### config.mk
export PLATFORM = sky130hd
export DESIGN_NAME = alert_resp
export DESIGN_NICKNAME = d
export VERILOG_FILES = /design/src/rtl/alert_resp_pkg.sv /design/src/rtl/alert_resp_edges.sv /design/src/rtl/alert_resp_pend.sv /design/src/rtl/alert_resp_fsm.sv /design/src/rtl/alert_resp.sv
export SDC_FILE = /design/constraint.sdc
export NUM_CORES = 1
export LEC_CHECK = 0
export CORE_UTILIZATION = 56
export CTS_CLUSTER_SIZE = 28
export DETAILED_ROUTE_END_ITERATION = 7
export GPL_ROUTABILITY_DRIVEN = 0
export PLACE_DENSITY_LB_ADDON = 0.25
export SLEW_MARGIN = 10
export SYNTH_ARGS = -nofsm -noshare
export SYNTH_HDL_FRONTEND = slang
export SYNTH_HIERARCHICAL = 1
export SYNTH_SLANG_ARGS = --single-unit
### constraint.sdc
create_clock -name clk -period 2.4 [get_ports clk]
set_input_delay 0.36 -clock clk [delete_from_list [all_inputs] [get_ports clk]]
set_output_delay 0.36 -clock clk [all_outputs]
set_load 0.05 [all_outputs]
### src/rtl/alert_resp_pkg.sv
package alert_resp_pkg;
  localparam int BYTE_W = 8;
  localparam int ADDR_W = 7;
  localparam int CNT_W  = $clog2(BYTE_W);
  localparam logic [ADDR_W-1:0] ARA_ADDR = 7'b0001100;

  typedef enum logic [2:0] {
    ST_IDLE, ST_ADDR, ST_ACK_PEND, ST_ACK, ST_TX
  } state_t;

  // first byte that asks alerting slaves to identify themselves
  function automatic logic is_ara(input logic [BYTE_W-1:0] b);
    return b == {ARA_ADDR, 1'b1};
  endfunction

  // byte sent back: own address in the upper bits, low bit released
  function automatic logic [BYTE_W-1:0] resp_byte(input logic [ADDR_W-1:0] a);
    return {a, 1'b1};
  endfunction
endpackage

### src/rtl/alert_resp_edges.sv
module alert_resp_edges (
  input  logic clk,
  input  logic rst_n,
  input  logic scl_i,
  input  logic sda_i,
  output logic scl_rise,
  output logic scl_fall,
  output logic start_evt,
  output logic stop_evt
);
  logic scl_q, sda_q;

  always_ff @(posedge clk or negedge rst_n) begin
    if (!rst_n) begin
      scl_q <= 1'b1;
      sda_q <= 1'b1;
    end else begin
      scl_q <= scl_i;
      sda_q <= sda_i;
    end
  end

  assign scl_rise  = scl_i & ~scl_q;
  assign scl_fall  = ~scl_i & scl_q;
  assign start_evt = scl_i & scl_q & sda_q & ~sda_i;
  assign stop_evt  = scl_i & scl_q & ~sda_q & sda_i;
endmodule

### src/rtl/alert_resp_pend.sv
module alert_resp_pend (
  input  logic clk,
  input  logic rst_n,
  input  logic fault_i,
  input  logic busy,
  input  logic clr,
  output logic pending
);
  logic rearm;

  always_ff @(posedge clk or negedge rst_n) begin
    if (!rst_n) begin
      pending <= 1'b0;
      rearm   <= 1'b0;
    end else begin
      if (clr)          pending <= rearm | fault_i;
      else if (fault_i) pending <= 1'b1;
      rearm <= busy & (rearm | fault_i);
    end
  end
endmodule

### src/rtl/alert_resp_fsm.sv
module alert_resp_fsm
  import alert_resp_pkg::*;
#(
  parameter logic [ADDR_W-1:0] OWN_ADDR = 7'h2A
) (
  input  logic clk,
  input  logic rst_n,
  input  logic sda_i,
  input  logic scl_rise,
  input  logic scl_fall,
  input  logic start_evt,
  input  logic stop_evt,
  input  logic pending,
  output logic drv_low,
  output logic busy,
  output logic arb_lost,
  output logic won_evt
);
  localparam logic [BYTE_W-1:0] RESP = resp_byte(OWN_ADDR);
  localparam logic [CNT_W-1:0]  LAST = CNT_W'(BYTE_W - 1);

  state_t            st;
  logic [CNT_W-1:0]  cnt;
  logic [BYTE_W-1:0] sh;
  logic [BYTE_W-1:0] rx_byte;

  assign rx_byte  = {sh[BYTE_W-2:0], sda_i};
  assign busy     = (st == ST_ACK_PEND) || (st == ST_ACK) || (st == ST_TX);
  assign arb_lost = (st == ST_TX) && scl_rise && !drv_low && !sda_i;
  assign won_evt  = (st == ST_TX) && scl_rise && (cnt == LAST) && !arb_lost;

  always_ff @(posedge clk or negedge rst_n) begin
    if (!rst_n) begin
      st      <= ST_IDLE;
      cnt     <= '0;
      sh      <= '0;
      drv_low <= 1'b0;
    end else if (start_evt) begin
      st      <= ST_ADDR;
      cnt     <= '0;
      drv_low <= 1'b0;
    end else if (stop_evt) begin
      st      <= ST_IDLE;
      drv_low <= 1'b0;
    end else begin
      case (st)
        ST_ADDR: if (scl_rise) begin
          sh  <= rx_byte;
          cnt <= cnt + CNT_W'(1);
          if (cnt == LAST)
            st <= (is_ara(rx_byte) && pending) ? ST_ACK_PEND : ST_IDLE;
        end
        ST_ACK_PEND: if (scl_fall) begin
          st      <= ST_ACK;
          drv_low <= 1'b1;
        end
        ST_ACK: if (scl_fall) begin
          st      <= ST_TX;
          sh      <= RESP;
          cnt     <= '0;
          drv_low <= ~RESP[BYTE_W-1];
        end
        ST_TX: if (scl_rise) begin
          cnt <= cnt + CNT_W'(1);
          if (arb_lost || cnt == LAST) begin
            st      <= ST_IDLE;
            drv_low <= 1'b0;
          end
        end else if (scl_fall) begin
          sh      <= {sh[BYTE_W-2:0], 1'b0};
          drv_low <= ~sh[BYTE_W-2];
        end
        default: ;
      endcase
    end
  end
endmodule

### src/rtl/alert_resp.sv
module alert_resp
  import alert_resp_pkg::*;
#(
  parameter logic [ADDR_W-1:0] OWN_ADDR = 7'h2A
) (
  input  logic clk,
  input  logic rst_n,
  input  logic scl_i,
  input  logic sda_i,
  input  logic fault_i,
  output logic sda_oe,
  output logic alert_oe
);
  logic scl_rise, scl_fall, start_evt, stop_evt;
  logic pending, busy, arb_lost, won_evt, drv_low;

  alert_resp_edges u_edges (
    .clk(clk), .rst_n(rst_n), .scl_i(scl_i), .sda_i(sda_i),
    .scl_rise(scl_rise), .scl_fall(scl_fall),
    .start_evt(start_evt), .stop_evt(stop_evt)
  );

  alert_resp_pend u_pend (
    .clk(clk), .rst_n(rst_n), .fault_i(fault_i),
    .busy(busy), .clr(won_evt), .pending(pending)
  );

  alert_resp_fsm #(.OWN_ADDR(OWN_ADDR)) u_fsm (
    .clk(clk), .rst_n(rst_n), .sda_i(sda_i),
    .scl_rise(scl_rise), .scl_fall(scl_fall),
    .start_evt(start_evt), .stop_evt(stop_evt),
    .pending(pending), .drv_low(drv_low), .busy(busy),
    .arb_lost(arb_lost), .won_evt(won_evt)
  );

  assign sda_oe   = drv_low;
  assign alert_oe = pending;
endmodule

# Yosys cells after proc, flatten, opt, wreduce, memory -nomap -nowiden
# Index checks and enable logic that the tools add are counted.
# Widths: inputs -> output; s select.
# op_classes
add_sub_neg,1
n_eq_ne,22
n_mux,29
bitwise,16
reduce_logical,23
# op_table
operator,n
$mux 3,12
$mux 7,4
$pmux 7 s3,1
$reduce_and 7->1,2
$ne 4x3->1 const B,3
$ne 4x4->1 const B,3
$pmux 3 s4,1
$and 1x1->1,8
$eq 8x5->1 const B,1
$mux 1,8
$ne 2x2->1 const B,4
$reduce_and 4->1,2
$not 1->1,7
$eq 3x2->1 const B,2
$eq 3x3->1 const B,2
$logic_and 1x1->1,6
$pmux 3 s2,1
$reduce_bool 3->1,2
$reduce_bool 6->1,1
$ne 5x4->1 const B,1
$ne 5x5->1 const B,1
$ne 4x1->1 const B,1
$reduce_bool 4->1,1
$reduce_or 2->1,2
other kinds (11),15
# totals
register_bits,18
inputBits,5
output_inout_bits,2
word_cells,99

# Depth between registers and ports, before layout
# Gate-level depths: netlist (run 1).
# logic_depth
ltp_word,11
ltp_mapped,7
depth_no_buf,6

# Cells and area by module
# Netlist (run 1), hierarchy kept.
# by_module_without_submodules
module,instances,cells_each,area_each_um2,seq_area_each_um2
alert_resp_fsm,1,89,832.0,350.3
alert_resp_edges,1,6,85.1,52.6
alert_resp_pend,1,5,72.6,50.0

# Worst setup path after synthesis (run 1)
# OpenSTA, ideal clock, no wires.
# synth_path
path_type,reg2reg
from,reg u_edges.scl_q
to,reg u_fsm.sh[2]
setup_ns,0.121
arrival_time_ns,1.630
required_time_ns,2.279
slack_ns,0.648
path_stages_with_launch,6
path_buffers,0
period_less_slack_ns,1.752
path_cell_list,dfstp_2 nor2b_1 and4bb_1 a21oi_1 or3_4 o22a_1
# synth_via
word_cells_on_any_way,15
cone_classes,eq/ne: 4; bitwise: 10; reduce/logical: 1
# synth_lines
item,line_no,rtl
start: declaration,alert_resp_edges.sv:11,"logic scl_q, sda_q;"
start signal: assignment,alert_resp_edges.sv:18,scl_q <= scl_i;
$and 1x1->1 *,alert_resp_edges.sv:24,assign scl_fall = ~scl_i & scl_q;
via scl_fall,alert_resp.sv:14,"logic scl_rise, scl_fall, start_evt, stop_evt;"
$ne 2x2->1 (no source line),--,
$reduce_and 7->1 (no source line) *,--,
end signal: assignment,alert_resp_fsm.sv:48,sh <= rx_byte;
end signal: assignment,alert_resp_fsm.sv:70,"sh <= {sh[BYTE_W-2:0], 1'b0};"
end: declaration,alert_resp_fsm.sv:24,logic [BYTE_W-1:0] sh;
# Mark *: on every way through the listed nets, which the timed path passes. The rest lies on a longest branch.
# A chain may end at the register's enable or synchronous reset.

# Final worst setup path (run 1)
# layout_path
from,in sda_i
to,reg u_fsm.sh[6]
# layout_via
elab_chain_cells,4
word_cells_on_any_way,6
cone_classes,bitwise: 5; reduce/logical: 1
# layout_lines
item,line_no,rtl
start: declaration,alert_resp.sv:9,"input logic sda_i,"
$not 1->1,alert_resp_edges.sv:25,assign start_evt = scl_i & scl_q & sda_q & ~sda_i;
$and 1x1->1,alert_resp_edges.sv:25,
via start_evt,alert_resp.sv:14,
$not 1->1 (no source line),--,
$reduce_and 7->1 (no source line),--,
# The timed path passes the listed nets, and every way through them passes these cells.

==> impl_metrics.yaml, run 1 <==
layout:
  nNetsFinal: 115
  drive_gt1_share_pct: 11.2
  syn_to_final_growth_pct: 10.4
  fin_util_pct: 69.0
  stdcell_count: 123
  diodes: 0
floorplanning:
  placeableCoreArea_um2: 1580
  die_x_um: 43.9
  die-area_um2: 1930
  design.portCount: 7
  die_h_um: 43.9
  start_util_pct: 62.5
  rows: 14
setup_path:
  crit_path_max_fanout: 6
  start_kind: "input port"
  critPathRequiredTime_ns: 2.58
  criticalPathCategory: "in -> reg"
  end_kind: "flop"
  worstPathArrival_ns: 2.10
clocking:
  cts.sinks: 18
  root_buffer: "clkbuf_4"
  numCtsBuffers: 3
  clkTransAtPathRegs_ns: 0.10
  h-tree-depth: 1
  cts_tree: "built"
  cts_buffer_depth: 2
  cts_resized: 0
  post-cts-setup-buffer-count: 0
  ctsHoldBuffers: 0
  clk_latency_ns: 0.29
drt:
  dr.pass1.iters: 4
  wl_per_cell_um: 15.2
  drtIter0Drc: 37
  viasPerCell: 6.44
  routed_wl_um: 1870
  ant_nets: 0
  drc: 0
  vias: 792
power:
  ir_drop_mv: 0.618
  post-layout-total-power_uw: 879
  leakagePower_uw: 0.000462
  cellPowerDensity_nw_per_um2: 808
global_route:
  grt_pass1_vias: 740
  grt_pass1_wl_um: 3310
  grtUsageTotal_pct: 23.3
  grt_overflow: 0
  antenna_found_initial: 0
  grt_max_degree: 19
placement:
  io_buffers: 6
  hpwl_um: 1350
  dp_slack_ns: 0.207
  dp.cells: 119
synth:
  avgSynthCellArea_um2: 9.95
  syn_inst: 99
  yosysWarnings: 6
  synth_nets: 106
  netlist_area_um2: 985
sta:
  finalCritPeriodShare_pct: 79.8
  finalSetupViolCount: 0
  finalHoldViolations: 0
  setup_slack_ns: 0.485
  slew_headroom_pct: 46.8
  maxSlewViolCount: 0
  tns_ns: 0
  fmax_mhz: 522
  tightest_slew_ns: 0.795
  clock_skew_ns: 0.00226
  rsz0062_at_grt: "no"
  layout_min_cycle_time_ns: 1.92
worst_hold_path:
  hp-class: "reg -> reg"
outcome:
  outcome: "finished clean"
run:
  max_cap_violations: 0
worst paths after layout:
path	slack, ns	cells after the start	start	endpoint
min in group asynchronous	0.53	1	rst_n	u_fsm/st[2]
worst min register to register	0.51	1	u_pend/rearm	u_pend/pending
worst max register to register	0.59	4	u_edges/sda_q	u_fsm/sh[6]
worst max-delay path	0.48	5	sda_i	u_fsm/sh[6]
worst min-delay path	0.51	1	u_pend/rearm	u_pend/pending
max in group asynchronous	1.38	1	rst_n	u_fsm/sh[1]
final cells by class:
cell class,instances,area (um2)
well taps,16,20.0
inverters,3,11.3
repair buffers,8,75.1
multi-input cells,74,492
fillers,125,489
clock buffers,4,36.3
flip-flops and latches,18,453
flip-flops by register name, indices dropped and copies added, names as in the netlist:
signal and count:
u_fsm/drv_low 1, u_fsm/cnt 3, u_pend/pending 1, u_fsm/sh 7, u_pend/rearm 1, u_edges/sda_q 1
u_fsm/st 3, u_edges/scl_q 1
cells in the final DEF (no fill, tap or decap), types with 2 or more instances in the layout:
cell	instances
o22ai_1	2
nand2b_1	4
buf_4	2
mux2i_1	2
inv_1	3
nor2_1	6
nor2b_1	6
or2_2	2
o21a_1	2
nand2_1	6
a21oi_1	7
nor3_1	5
and4b_1	2
o21ai_0	4
nor3b_1	2
clkdlybuf4s50_1	6
a22o_1	5
dfstp_2	2
ha_1	2
o22a_1	3
dfrtp_1	16
clkbuf_4	3
per-layer routing:
| layer | track usage [%] | up-vias | share of wire, % |
|---|---|---|---|
| li1 | - | 379 | - |
| met1 | 32.6 | 380 | 47 |
| met2 | 37.0 | 31 | 46 |
| met3 | 3.75 | 2 | 6.4 |
| met4 | 7.88 | 0 | 0.48 |
| met5 | 0 | - | 0 |
through the flow:
stage | cell area, um2 | hold slack, ns
floorplan | 985 | 0.0644
global route | 1090 | 0.529
global placement | 1050 | 0.483
CTS | 1090 | 0.510
finish | 1090 | 0.508
detailed placement | 1050 | 0.486
critical path: stages:
cell and delay [ns]:
clkdlybuf4s50_1 0.56, and4b_1 0.25, or2_2 0.34, or3_4 0.40, o22a_1 0.19
power by group:
group          leakage [uW]  switching (uW)  total (uW)  internal [uW]
combinational      0.000222             104         231            128
sequential         0.000219            72.8         465            392
clock             0.0000210            90.1         182           92.3
Note: power is estimated with default switching activity, not from simulation.
==> run 2, diff against run 1 <==
==> constraint.sdc (replaced) <==
create_clock -name clk -period 1.8 [get_ports clk]
set_input_delay 0.27 -clock clk [delete_from_list [all_inputs] [get_ports clk]]
set_output_delay 0.27 -clock clk [all_outputs]
set_load 0.05 [all_outputs]
==> impl_metrics.yaml, run 2 (synthesis gave the netlist of run 1 again) <==
outcome:
  outcome: "finished clean"
drt:
  ant_nets: 0
  wl_per_cell_um: 14.2
  dr.pass1.iters: 4
  drc: 0
  viasPerCell: 5.86
  vias: 820
  routed_wl_um: 1980
  drtIter0Drc: 34
sta:
  rsz0062_at_grt: "yes"
  maxSlewViolCount: 0
  fmax_mhz: 570
  slew_headroom_pct: 67.1
  finalSetupViolCount: 0
  tns_ns: 0
  clock_skew_ns: 0.00995
  tightest_slew_ns: 0.492
  layout_min_cycle_time_ns: 1.75
  finalHoldViolations: 0
  finalCritPeriodShare_pct: 97.4
floorplanning:
  placeableCoreArea_um2: 1580
  design.portCount: 7
  start_util_pct: 62.5
  die-area_um2: 1930
  die_x_um: 43.9
  rows: 14
  die_h_um: 43.9
layout:
  nFillCells: 117
  nNetsFinal: 132
  layout_commonest_cell: "buf_4"
  seq_area_um2: 453
  design_area_um2: 1200
  drive_gt1_share_pct: 24.2
  multiInputGateArea_um2: 494
  top_regs: "u_fsm/sh x7, u_fsm/cnt x3, u_fsm/st x3"
  largest_reg_flops: 7
  syn_to_final_growth_pct: 22.4
  diodes: 0
  stdcell_count: 140
  final_cell_mix: "buf_4, dfrtp_1, a21oi_1"
  largest_register: "u_fsm/sh"
clocking:
  cts_tree: "built"
  post-cts-setup-buffer-count: 0
  h-tree-depth: 1
  cts_buffer_depth: 2
  cts.sinks: 18
  clkTransAtPathRegs_ns: 0.10
  root_buffer: "clkbuf_4"
  numCtsBuffers: 3
  clk_latency_ns: 0.29
global_route:
  antenna_found_initial: 0
  grt_max_degree: 19
  grt_overflow: 0
  grtUsageTotal_pct: 23.0
  grt_pass1_vias: 753
  grt_pass1_wl_um: 3240
power:
  ir_drop_mv: 0.812
  post-layout-total-power_uw: 1170
  leakagePower_uw: 0.000544
  cellPowerDensity_nw_per_um2: 967
run:
  max_cap_violations: 0
setup_path:
  end_kind: "flop"
  criticalPathCategory: "reg -> reg"
  start_kind: "flop"
  worstPathArrival_ns: 1.93
  crit_path_max_fanout: 4
  critPathRequiredTime_ns: 1.98
placement:
  dpl_cell_area_um2: 1180
  io_buffers: 6
  dp.cells: 136
  hpwl_um: 1560
worst_hold_path:
  hp-class: "in -> async"
[run 2: cell count changes in the layout (fill, tap and decap cells not counted), sizes merged]
cell,delta
buf,+18
clkdlybuf4s50,-1
[run 2: worst max-delay path, stage by stage, from the launching register on]
cell	delay (ns)
dfstp_2	0.53
and4b_1	0.19
or2_2	0.33
or3_4	0.39
o22a_1	0.20
[run 2: worst paths after layout]
path                                from  slack (ns)             to  cells past startpoint
setup / recovery           u_edges/sda_q        0.05    u_fsm/sh[4]                      4
hold / removal                     rst_n        0.29    u_fsm/sh[0]                      2
setup reg to reg           u_edges/sda_q        0.05    u_fsm/sh[4]                      4
hold reg to reg             u_pend/rearm        0.51   u_pend/rearm                      1
max in group asynchronous          rst_n        1.25  u_edges/sda_q                      2
min in group clk                   scl_i        0.49  u_edges/scl_q                      1
[run 2: metrics by stage]
step / utilization [%] / hold WS, ns / setup WS, ns
after floorplan: - / -0.0256 / 0.0485
after global placement: 74.6 / 0.472 / -0.171
after detailed placement: 74.6 / 0.493 / -0.197
after CTS: 76.4 / 0.299 / 0.0432
after global routing: 76.4 / 0.326 / -0.0168
final: 76.4 / 0.292 / 0.0465
[run 2: layout make-up]
| cell class | instances | area share [%] |
|---|---|---|
| inverters | 3 | 0.935 |
| clock buffers | 4 | 2.18 |
| repair buffers | 25 | 16.6 |
| well taps | 16 | 1.66 |
| multi-input cells | 74 | 41.0 |
| flip-flops and latches | 18 | 37.6 |
[run 2: where the power goes]
group / internal (uW) / switching [uW] / total (uW)
combinational: 191 / 155 / 346
clock: 86.2 / 120 / 206
sequential: 523 / 90.4 / 613
[run 2: timing repair]
action | 4_1_cts | 5_1_grt
hold buffers | 0 | 0
resized for setup | 1 | 0
hold endpoints to repair | 0 | 0
endpoints found under the setup margin | 1 | 1
cloned | 0 | 0
[run 2: metal layers]
layer / GRT usage, % / part of all wire, % / up-vias
li1: - / - / 410
met1: 32.9 / 48 / 384
met2: 35.8 / 45 / 22
met3: 2.50 / 4.5 / 4
met4: 9.70 / 1.7 / 0
met5: 0 / 0 / -
==> run 3, diff against run 2 <==
--- a/config.mk
+++ b/config.mk
@@ -5,12 +5,14 @@
 export SDC_FILE = /design/constraint.sdc
 export NUM_CORES = 1
 export LEC_CHECK = 0
+export CAP_MARGIN = 20
+export CORE_MARGIN = 4
 export CORE_UTILIZATION = 56
 export CTS_CLUSTER_SIZE = 28
 export DETAILED_ROUTE_END_ITERATION = 7
 export GPL_ROUTABILITY_DRIVEN = 0
 export PLACE_DENSITY_LB_ADDON = 0.25
-export SLEW_MARGIN = 10
+export SLEW_MARGIN = 0
 export SYNTH_ARGS = -nofsm -noshare
 export SYNTH_HDL_FRONTEND = slang
 export SYNTH_HIERARCHICAL = 1
==> impl_metrics.yaml, run 3 (synthesis gave the netlist of run 1 again) <==
outcome:
  outcome: "finished clean"
floorplanning:
  die_x_um: 49.9
  placeableCoreArea_um2: 1580
  design.portCount: 7
  start_util_pct: 62.5
  rows: 14
  die_h_um: 49.9
  die-area_um2: 2490
placement:
  dp_slack_ns: -0.230
  dp.cells: 136
  io_buffers: 6
  hpwl_um: 1690
sta:
  rsz0062_at_grt: "no"
  finalSetupViolCount: 0
  slew_headroom_pct: 78.5
  fmax_mhz: 567
  layout_min_cycle_time_ns: 1.76
  finalCritPeriodShare_pct: 98.0
  tightest_slew_ns: 0.322
  maxSlewViolCount: 0
  clock_skew_ns: 0.00748
  tns_ns: 0
  setup_slack_ns: 0.0352
  finalHoldViolations: 0
setup_path:
  r2r_slack_ns: 0.04
  crit_path_max_fanout: 4
  crit_path_end: "u_fsm/sh[4]"
  slowest_stage: "dfstp_2"
  cp-startpoint: "u_edges/sda_q"
  criticalPathCategory: "reg -> reg"
  end_kind: "flop"
  path_cells: "and4b_1, or2_2, or3_4, o22a_1"
  slowest_delay_ns: 0.54
  reg2reg_from: "u_edges/sda_q"
  r2r-end: "u_fsm/sh[4]"
  worst_r2r_path_depth: 4
  worstPathArrival_ns: 1.95
  critPathRequiredTime_ns: 1.98
  start_kind: "flop"
power:
  p_seq_share_pct: 50.7
  ir_drop_mv: 0.894
  swShare_pct: 32.0
  leakagePower_uw: 0.000564
  p_switching_uw: 396
  cellPowerDensity_nw_per_um2: 1000
  p_comb_share_pct: 28.9
  p_int_uw: 839
  clockPowerShare_pct: 20.4
layout:
  largest_register: "u_fsm/sh"
  largest_reg_flops: 7
  nFillCells: 112
  final_cell_mix: "buf_4, dfrtp_1, nor2_1, nand2_1, a21oi_1"
  top_regs: "u_fsm/sh x7, u_fsm/cnt x3, u_fsm/st x3"
  drive_gt1_share_pct: 29.0
  diodes: 0
  layout_commonest_cell: "buf_4"
  syn_to_final_growth_pct: 25.2
  stdcell_count: 140
  nNetsFinal: 132
clocking:
  ctsHoldBuffers: 0
  post-cts-setup-buffer-count: 0
  numCtsBuffers: 3
  h-tree-depth: 1
  root_buffer: "clkbuf_4"
  clk_latency_ns: 0.30
  cts_buffer_depth: 2
  cts.sinks: 18
  clkTransAtPathRegs_ns: 0.11
  cts_tree: "built"
drt:
  drc: 0
  routed_wl_um: 2420
  ant_nets: 0
  drtIter0Drc: 47
  wl_per_cell_um: 17.3
  dr.pass1.iters: 4
  viasPerCell: 6.28
  vias: 879
global_route:
  grt_pass1_wl_um: 3740
  antenna_found_initial: 0
  grt_pass1_vias: 813
  grt_max_degree: 19
  grt_overflow: 0
  grtUsageTotal_pct: 19.9
worst_hold_path:
  hp-class: "in -> reg"
  hold_start: "scl_i"
  hold_depth: 1
run:
  max_cap_violations: 0
[run 3: how the worst min path moves through the flow]
| stage | slack, ns | endpoint |
|---|---|---|
| final | 0.16 | u_edges/scl_q |
| after global routing | 0.16 | u_edges/scl_q |
| after CTS | 0.30 | u_fsm/st[0] |
| after detailed placement | 0.50 | u_pend/pending |
| after global placement | 0.47 | u_pend/pending |
| after floorplan | -0.03 | u_fsm/cnt[0] |
[run 3: final cells by class]
class                           count  area, um2  share of cell area, %
Multi-Input combinational cell     74        512                   41.5
Timing Repair Buffer               25        200                   16.2
Tap cell                           16       20.0                   1.62
Inverter                            3       11.3                  0.914
Clock buffer                        4       36.3                   2.94
Sequential cell                    18        453                   36.8
[run 3: metal layers]
layer	GRT usage, %	vias to the layer above	routed length, um
li1	-	412	-
met1	25.0	431	1070
met2	34.4	34	1220
met3	3.92	2	113
met4	5.53	0	10
met5	0	-	0
[run 3: repair_timing]
action                     in CTS  in global routing
setup endpoints to repair       7                  6
pin swaps                       1                  0
gates resized for setup         1                  6
[run 3: per-stage QoR]
stage,util [%],total power (uW),hold slack (ns),area (um2)
floorplan,-,849,-0.0256,985
global placement,74.4,948,0.465,1170
detailed placement,74.4,971,0.497,1170
CTS,76.9,1230,0.301,1210
global route,78.2,1310,0.155,1230
finish,78.2,1230,0.163,1230
[run 3: power groups by stage]
stage	clock network, uW	registers [uW]	logic (uW)
2_1_floorplan	0	613	236
3_3_place_gp	0	618	330
3_5_place_dp	0	628	343
4_1_cts	256	620	350
5_1_grt	283	636	388
6_report	252	626	357
[run 3: worst max-delay path, delay by kind of cell, from the launching register on]
family / cells / cell delay, ns
AOI/OAI and AO/OA: 1 / 0.20
DFF: 1 / 0.54
and+or+nand+nor: 3 / 0.91
